`src/rtl/pin_change_irq.sv`:
```
module pin_change_irq #(
  parameter int NUM_PORTS   = 2,
  parameter int PORT_W      = 8,
  parameter int SYNC_STAGES = 2
) (
  input  logic                          clk,
  input  logic                          rst_n,
  input  logic [NUM_PORTS*PORT_W-1:0]   pin_i,
  input  logic [NUM_PORTS*PORT_W-1:0]   dir_in_i,
  input  logic [NUM_PORTS-1:0]          rd_strobe_i,
  output logic                          irq_n_o
);
  localparam int WIDTH = NUM_PORTS * PORT_W;
  localparam int CW    = $clog2(SYNC_STAGES + 1);

  logic [SYNC_STAGES-1:0][WIDTH-1:0] sync_q;
  logic [WIDTH-1:0] pin_s, snap_q, rd_mask, change;
  logic [CW-1:0]    prime_cnt;
  logic             primed, irq_q;

  always_ff @(posedge clk or negedge rst_n) begin
    if (!rst_n) sync_q <= '0;
    else        sync_q <= {sync_q[SYNC_STAGES-2:0], pin_i};
  end
  assign pin_s = sync_q[SYNC_STAGES-1];

  always_ff @(posedge clk or negedge rst_n) begin
    if (!rst_n) begin
      prime_cnt <= '0;
      primed    <= 1'b0;
    end else if (!primed) begin
      prime_cnt <= prime_cnt + 1'b1;
      if (prime_cnt == CW'(SYNC_STAGES)) primed <= 1'b1;
    end
  end

  for (genvar p = 0; p < NUM_PORTS; p++) begin : g_port
    assign rd_mask[p*PORT_W +: PORT_W] = {PORT_W{rd_strobe_i[p]}};
    always_ff @(posedge clk or negedge rst_n) begin
      if (!rst_n)
        snap_q[p*PORT_W +: PORT_W] <= '0;
      else if (!primed || rd_strobe_i[p])
        snap_q[p*PORT_W +: PORT_W] <= pin_s[p*PORT_W +: PORT_W];
    end
  end

  assign change = (pin_s ^ snap_q) & dir_in_i & ~rd_mask;

  always_ff @(posedge clk or negedge rst_n) begin
    if (!rst_n) irq_q <= 1'b0;
    else        irq_q <= primed & (|change);
  end

  assign irq_n_o = ~irq_q;
endmodule


```
`config.mk`:
```
export PLATFORM = sky130hd
export DESIGN_NAME = pin_change_irq
export DESIGN_NICKNAME = d
export VERILOG_FILES = /design/src/rtl/pin_change_irq.sv
export SDC_FILE = /design/constraint.sdc
export NUM_CORES = 1
export LEC_CHECK = 0
export BUFFER_PORTS_ARGS = -buffer_cell sky130_fd_sc_hd__buf_2
export CORE_MARGIN = 2
export CORE_UTILIZATION = 33
export CTS_CLUSTER_DIAMETER = 120
export DETAILED_ROUTE_END_ITERATION = 8
export GPL_TIMING_DRIVEN = 0
export PLACE_DENSITY = 0.6
export SLEW_MARGIN = 20
export SYNTH_ARGS = -nofsm -noshare
export SYNTH_HDL_FRONTEND = slang
export SYNTH_SLANG_ARGS = --single-unit
```
`constraint.sdc`:
```
create_clock -name clk -period 1.1 [get_ports clk]
set_clock_uncertainty 0.05 [all_clocks]
set_input_delay 0.11 -clock clk [delete_from_list [all_inputs] [get_ports clk]]
set_output_delay 0.11 -clock clk [all_outputs]
set_load 0.1 [all_outputs]
```
=== After elaboration in Yosys (flattened, before gate mapping) ===
Index checks and enable logic that the tools add are counted.
W data, S select, Z words.

* Multiplexer cells: 2
* Divide/modulo/power cells: 0
* Equality and inequality tests: 1
* Add/subtract/negate cells: 1
* Bitwise gates (word level): 6
* Multipliers: 0
* Shift operators: 0
* Reduce and logical (&&, ||, !) cells: 4
* Order comparisons: 0

{| class="wikitable"
|+ Operator list
! kind !! number
|-
| $and A16 B16 Y16 || 2
|-
| $not A16 Y16 || 1
|-
| $reduce_or A16 Y1 || 1
|-
| $xor A16 B16 Y16 || 1
|-
| $add A2 B1 Y2 const B || 1
|-
| $eq A2 B2 Y1 const B || 1
|-
| $logic_or A1 B1 Y1 || 2
|-
| $mux W1 || 2
|-
| $and A1 B1 Y1 || 1
|-
| $logic_not A1 Y1 || 1
|-
| $not A1 Y1 || 1
|}

* Memory bits (read-only): 0
* Register bits after elaboration: 52
* RAM bits: 0
* Bits of input ports: 36
* Memories kept: 0
* Latch bits: 0

=== Depth between registers and ports, before layout ===
Gate-level depths: netlist of run 1.

* Word-level depth: 5
* Gate-level depth with buffers: 4
* Depth with buffers taken out: 4

=== Worst setup path before layout of run 1 ===
OpenSTA, ideal clock, no wires.

* Path type: register to register
* Start point: reg primed
* End point: reg snap_q[0]
* Data required time: 0.925 ns
* Library setup time: 0.125 ns
* Slack: -0.014 ns
* Data arrival time: 0.939 ns
* Buffers on the path: 1
* Stages on the path, launching flop included: 4
* Path through: dfrtp_1 -> nand2b_1 -> buf_6 -> mux2_4

* Cells in the longest elaborated chain, start to end: 2

{| class="wikitable"
|+ Ends and longest elaborated chain
! what !! line !! RTL
|-
| start: declaration || 19 || <nowiki>logic primed, irq_q;</nowiki>
|-
| start signal: assignment || 30 || <nowiki>primed <= 1'b0;</nowiki>
|-
| start signal: assignment || 33 || <nowiki>if (prime_cnt == CW'(SYNC_STAGES)) primed <= 1'b1;</nowiki>
|-
| $logic_not A1 Y1 || 42 || <nowiki>else if (!primed || rd_strobe_i[p])</nowiki>
|-
| $logic_or A1 B1 Y1 || 42 ||
|-
| end signal: indexed assignment || 43 || <nowiki>snap_q[p*PORT_W +: PORT_W] <= pin_s[p*PORT_W +: PORT_W];</nowiki>
|-
| end: declaration || 17 || <nowiki>logic [WIDTH-1:0] pin_s, snap_q, rd_mask, change;</nowiki>
|}

No other way between the ends.
A chain may end at the register's enable or synchronous reset.

=== Worst setup path after layout of run 1 ===
* Start point: reg snap_q[15]
* End point: reg irq_q

* Cells in the longest elaborated chain, start to end: 5

{| class="wikitable"
|+ Ends and longest elaborated chain
! what !! line !! RTL
|-
| $xor A16 B16 Y16 || 47 || <nowiki>assign change = (pin_s ^ snap_q) & dir_in_i & ~rd_mask;</nowiki>
|-
| $and A16 B16 Y16 (2 in a row) || 47 ||
|-
| $reduce_or A16 Y1 || 51 || <nowiki>else irq_q <= primed & (|change);</nowiki>
|-
| $and A1 B1 Y1 || 51 ||
|-
| end signal: assignment || 51 ||
|-
| end: declaration || 19 ||
|}

No other way between the ends.

==> key figures, run 1 <==
Placed design
  – Final Wtd Congestion: 0.7361
  – Input/output buffers: 36
  – Placed Instances: 214

Timing
  – Unrepaired setup endpoints after global routing: yes
  – Worst slew pin tran: 0.6300 ns
  – Pins over their slew limit: 0
  – Relative slew slack: 0.5800
  – Count of final setup violators: 17
  – Setup WS post-layout: -0.1063 ns
  – Fmax: 0.8290 GHz
  – Final min period: 1.206 ns
  – Fin crit share: 1.097
  – Final hold violations: 0

Global route
  – First-pass GRT wire length: 5.016 mm
  – Initial antenna violation count: 0
  – Vias in the first global route: 1125
  – M3 GR Usage: 0.04318
  – Total GRT Usage: 0.1062
  – GRT Residual Overflow: 0
  – Met2 Resource Use GR: 0.1812
  – Global Route met1 Usage: 0.1213
  – Largest net degree at the start of global routing: 53
  – Grt peak-use layer: met2

Synth
  – Post-Syn Area: 1847 um2
  – Yosys cell types: 13
  – Avg Cell Area, Syn: 17.42 um2
  – Syn Nets: 143
  – Post-Synthesis Cells: 106
  – Post-synth top area share: 0.7046
  – Synthesis-stage register bit count: 52
  – Synth warn: 0
  – Dominant cells by area after synthesis: dfrtp_1 70%, mux2_4 13%, xor2_1 7.6%
  – Sequential element share of the synthesized area: 0.7046
  – Largest area contributor in the synthesized netlist: dfrtp_1

Power and ir drop
  – Logic pwr share: 0.124
  – P_sw: 831.4 uW
  – Reg power frac: 0.577
  – Pwr Density: 1496 nW/um2
  – P_int: 2817 uW
  – Peak supply drop: 801.2 uV
  – Switching Fraction: 0.2279
  – Clock Power Share: 0.299
  – Total Power: 3648 uW
  – Pleak: 0.001166 uW

Layout
  – Most frequent cells in the layout: 52 x dfrtp_1, 34 x buf_2, 17 x dlygate4sd3_1
  – Commonest non-fill, non-tap cell in the layout: dfrtp_1
  – Finished Core Util: 0.4484
  – Area delta synth->final: 32.05%
  – Nets: 207
  – Share of cells above drive strength 1: 0.4152
  – Diode count: 0
  – Final cell count without fillers: 243

Worst setup path
  – CP Capture Type: flop
  – Worst path arrival time: 1.35 ns
  – Worst path required time: 1.25 ns
  – Crit Path Category: flop to flop
  – Crit path to: irq_q
  – Nature of the critical path startpoint: flop
  – Reg-to-Reg Start: snap_q[15]
  – Critical Path Fanout Max: 2
  – Reg2Reg Depth: 4
  – CP startpoint: snap_q[15]
  – RR Endpoint: irq_q
  – R2r setup slk: -0.11 ns

Clock network
  – CTS max path bufs: 2
  – Clock-pin transition on the worst setup and hold timing paths: 0.09 ns
  – Max H-tree Level: 2
  – CTS Root Buffer Type: clkbuf_8
  – Clk sink count: 52
  – Num CTS Buffers: 5
  – Worst-Skew Late Latency: 0.30 ns
  – TritonCTS clock tree: yes

Hold path
  – Min-delay src: dir_in_i[4]
  – Hold Path Class: input pin to flop

Routing
  – Routed WL per cell: 12.09 um
  – First-iteration detailed-routing DRC count: 32
  – Post-Route WL: 2.937 mm
  – Vias: 1024
  – Antenna viol nets, final: 0
  – DRC viols: 0
  – Vias per inst: 4.214
  – Pre-antenna DRT Iters: 2

Outcome
  – Outcome: complete, but fails checks
  – Failing checks: negative setup slack

Floorplan
  – Die Ht: 78.81 um
  – Initial Util: 0.3395
  – Die X: 78.81 um
  – Ports: 37
  – Cell Rows: 27
  – Die area: 6211 um2
  – Core ar.: 5439 um2

Flow run
  – Max Cap Viol: 0
[cell type report]
| type | count | area (um2) |
|---|---|---|
| multi-input combinational | 50 | 525.5 |
| tap | 72 | 90.09 |
| timing repair buffer | 57 | 397.9 |
| sequential | 52 | 1301 |
| inverter | 2 | 7.507 |
| fill | 510 | 3000 |
| buffer | 2 | 22.52 |
| clock buffer | 7 | 86.33 |
| clock inverter | 1 | 7.507 |
[cell usage after synthesis]
cell / number
a41o_2: 2
xor2_1: 16
mux2_4: 16
ha_1: 1
a22oi_1: 8
nand2b_1: 2
or2_2: 1
xnor2_1: 1
buf_6: 2
o21ai_0: 1
nand2_1: 2
dfrtp_1: 52
inv_1: 2
[metal layers]
metal	up-vias	part of all wire
met1	509	0.42
met2	26	0.51
met4	0	0.014
met5	-	0
met3	5	0.053
li1	484	-
[sequential cells by signal (all words and copies together), names as in the netlist]
| register | cells |
|---|---|
| pin_s | 16 |
| primed | 1 |
| prime_cnt | 2 |
| sync_q | 16 |
| snap_q | 16 |
| irq_q | 1 |
[power groups by stage]
| stage | logic, uW | clock network [uW] | registers [uW] |
|---|---|---|---|
| 3_5_place_dp | 374 | 0 | 2140 |
| 4_1_cts | 451 | 1140 | 2110 |
| 6_report | 453 | 1090 | 2110 |
| 5_1_grt | 497 | 1230 | 2120 |
| 3_3_place_gp | 366 | 0 | 2140 |
| 2_1_floorplan | 242 | 0 | 2130 |
[critical path, stage by stage, from the launching register on]
cell and delay [ns]:
dfrtp_1 0.41, xor2_1 0.17, a22oi_1 0.20, a41o_2 0.23, nand2_1 0.05
[kinds of logic after synthesis]
kind of cell,after synthesis,synth area share
adder cells (fa/ha/maj),1,0.006774
multiplexers,16,0.1301
flip-flops,52,0.7046
AO/OA/AOI/OAI,11,0.04742
XOR/XNOR,17,0.08062
AND/OR/NAND/NOR,5,0.01423
buffers and inverters,4,0.01626
[how the worst min path moves through the flow]
stage,endpoint,depth (start not counted)
3_5_place_dp,sync_q[14],1
3_3_place_gp,sync_q[14],1
5_1_grt,irq_q,4
2_1_floorplan,irq_q,0
4_1_cts,primed,1
6_report,irq_q,4
[stage by stage]
stage	area, um2	hold WS (ns)	setup WS [ns]	TNS [ns]
detailed placement	2117	0.1693	-0.1271	-4.706
global placement	2117	0.1673	-0.09984	-1.303
floorplan	1847	-0.2356	-0.01390	-0.2225
CTS	2416	0.007273	-0.1114	-0.9975
finish	2439	0.1974	-0.1063	-0.8851
global route	2439	0.1968	-0.1617	-1.807
[repair_timing]
item	4_1_cts	5_1_grt
hold endpoints to repair	16	52
resized for setup	5	2
pin swaps	7	1
hold buffers	16	1
setup buffers	4	0
endpoints found under the setup margin	18	18
No activity file was read; power rests on OpenSTA's default activity.
==> run 2, diff against run 1 <==
- PLACE_DENSITY: 0.6 -> default
- RECOVER_POWER: default -> 50
==> key figures, run 2 (synthesized netlist as in run 1, its figures left out) <==
Timing
  – Final min period: 1.206 ns (+0.0001640 ns)
  – Count of final setup violators: 17 (unchanged)
  – Final hold violations: 0 (unchanged)
  – Setup WS post-layout: -0.1064 ns (-0.0001640 ns)
  – Total Neg Setup Slack: -0.8934 ns (-0.008302 ns)
  – Worst slew pin tran: 0.6816 ns (+0.05152 ns)
  – Unrepaired setup endpoints after global routing: yes
  – Hold WS: 0.1976 ns (+0.0001840 ns)
  – Relative slew slack: 0.5456 (-0.03435)
  – Fin crit share: 1.097 (about the same)
  – Pins over their slew limit: 0 (unchanged)
  – Fmax: 0.8289 GHz (about the same)

Floorplan
  – Core ar.: 5439 um2 (unchanged)
  – Ports: 37 (unchanged)
  – Cell Rows: 27 (unchanged)
  – Die area: 6211 um2 (unchanged)
  – Die X: 78.81 um (unchanged)
  – Die Ht: 78.81 um (unchanged)
  – Initial Util: 0.3395 (unchanged)

Routing
  – Pre-antenna DRT Iters: 3 (+1)
  – Routed WL per cell: 12.07 um (-0.17%)
  – Vias: 1023 (-0.098%)
  – Antenna viol nets, final: 0 (unchanged)
  – Post-Route WL: 2.932 mm (-0.17%)
  – Vias per inst: 4.210 (about the same)
  – DRC viols: 0 (unchanged)
  – First-iteration detailed-routing DRC count: 33 (+3.1%)

Layout
  – Most frequent cells in the layout: 52 x dfrtp_1, 32 x buf_2, 17 x dlygate4sd3_1
  – Diode count: 0 (unchanged)
  – Nets: 207 (unchanged)
  – Share of cells above drive strength 1: 0.3977 (-0.01754)
  – Area delta synth->final: 31.71%
  – Fin area: 2432 um2 (-0.26%)
  – Commonest non-fill, non-tap cell in the layout: dfrtp_1
  – Finished Core Util: 0.4472 (-0.001150)

Worst setup path
  – Worst path required time: 1.25 ns (about the same)
  – Critical Path Fanout Max: 2 (unchanged)
  – Worst path arrival time: 1.35 ns (about the same)
  – Crit Path Category: flop to flop
  – Nature of the critical path startpoint: flop
  – CP Capture Type: flop

Hold path
  – Hold Path Class: input pin to flop

Clock network
  – CTS Root Buffer Type: clkbuf_8
  – Worst-Skew Late Latency: 0.30 ns (about the same)
  – CTS max path bufs: 2 (unchanged)
  – Max H-tree Level: 2 (unchanged)
  – Clk sink count: 52 (unchanged)
  – TritonCTS clock tree: yes
  – Clock-pin transition on the worst setup and hold timing paths: 0.09 ns (about the same)
  – Num CTS Buffers: 5 (unchanged)

Outcome
  – Failing checks: negative setup slack
  – Outcome: complete, but fails checks

Global route
  – Largest net degree at the start of global routing: 53 (unchanged)
  – Total GRT Usage: 0.1062 (unchanged)
  – GRT Residual Overflow: 0 (unchanged)
  – Initial antenna violation count: 0 (unchanged)
  – First-pass GRT wire length: 5.016 mm (unchanged)
  – Vias in the first global route: 1125 (unchanged)

Power and ir drop
  – Clock Power Share: 0.298 (about the same)
  – Reg power frac: 0.578 (about the same)
  – Pleak: 0.001158 uW (-0.74%)
  – Total Power: 3644 uW (-0.10%)
  – P_sw: 828.8 uW (-0.31%)
  – Logic pwr share: 0.124 (about the same)
  – Switching Fraction: 0.2274 (-0.0004742)
  – Pwr Density: 1498 nW/um2 (+0.15%)
  – Peak supply drop: 795.3 uV (-0.73%)
  – P_int: 2816 uW (about the same)

Placed design
  – Area after DPL: 2117 um2 (unchanged)
  – Final Wtd Congestion: 0.7361 (unchanged)
  – Input/output buffers: 36 (unchanged)

Flow run
  – Max Cap Viol: 0 (unchanged)
## run 2: cell types whose count changed in the layout (fill, tap and decap cells not counted), sizes merged
cell,previous run,this run
clkbuf,7,11
buf,42,38
## run 2: power groups by stage
| stage | combinational, uW | sequential, uW | clock [uW] |
|---|---|---|---|
| after detailed placement | 374 | 2140 | 0 |
| after global routing | 496 | 2120 | 1230 |
| after floorplan | 242 | 2130 | 0 |
| after global placement | 366 | 2140 | 0 |
| after CTS | 451 | 2110 | 1140 |
| final | 451 | 2110 | 1090 |
## run 2: final timing paths
kind,from,to,slack (ns),depth (start not counted)
min in group asynchronous,rst_n,sync_q[12],0.36,2
worst max register to register,snap_q[15],irq_q,-0.11,4
worst min register to register,sync_q[3],pin_s[3],0.30,0
max in group asynchronous,rst_n,sync_q[7],0.19,2
worst min-delay path,dir_in_i[4],irq_q,0.20,4
worst max-delay path,snap_q[15],irq_q,-0.11,4
## run 2: final cells by class
| type | count | area (um2) |
|---|---|---|
| plain buffers | 2 | 22.52 |
| clock buffers | 7 | 86.33 |
| clock inverters | 1 | 7.507 |
| fillers | 507 | 3007 |
| inverters | 2 | 7.507 |
| multi-input cells | 50 | 525.5 |
| flip-flops and latches | 52 | 1301 |
| well taps | 72 | 90.09 |
| repair buffers | 57 | 391.6 |
## run 2: layer usage
layer	vias to the layer above	track usage	wire length, um
li1	484	-	-
met1	508	0.1213	1234
met2	26	0.1812	1502
met3	5	0.04318	156
met4	0	0.03621	40
met5	-	0	0
## run 2: worst max-delay path, cell delays in order, from the launching register on
cell     delay [ns]
dfrtp_1        0.41
xor2_1         0.17
a22oi_1        0.20
a41o_2         0.23
nand2_1        0.05
## run 2: repair_timing
item	4_1_cts	5_1_grt
pin swaps	7	1
gates resized for setup	5	2
endpoints found under the hold margin	16	52
endpoints found under the setup margin	18	18
hold buffers	16	1
buffers inserted	4	0
## run 2: per-stage QoR
| stage | worst slack [ns] | cells |
|---|---|---|
| after detailed placement | -0.1271 | 214 |
| final | -0.1064 | 243 |
| after floorplan | -0.01390 | 106 |
| after global placement | -0.09984 | 214 |
| after global routing | -0.1617 | 243 |
| after CTS | -0.1114 | 242 |
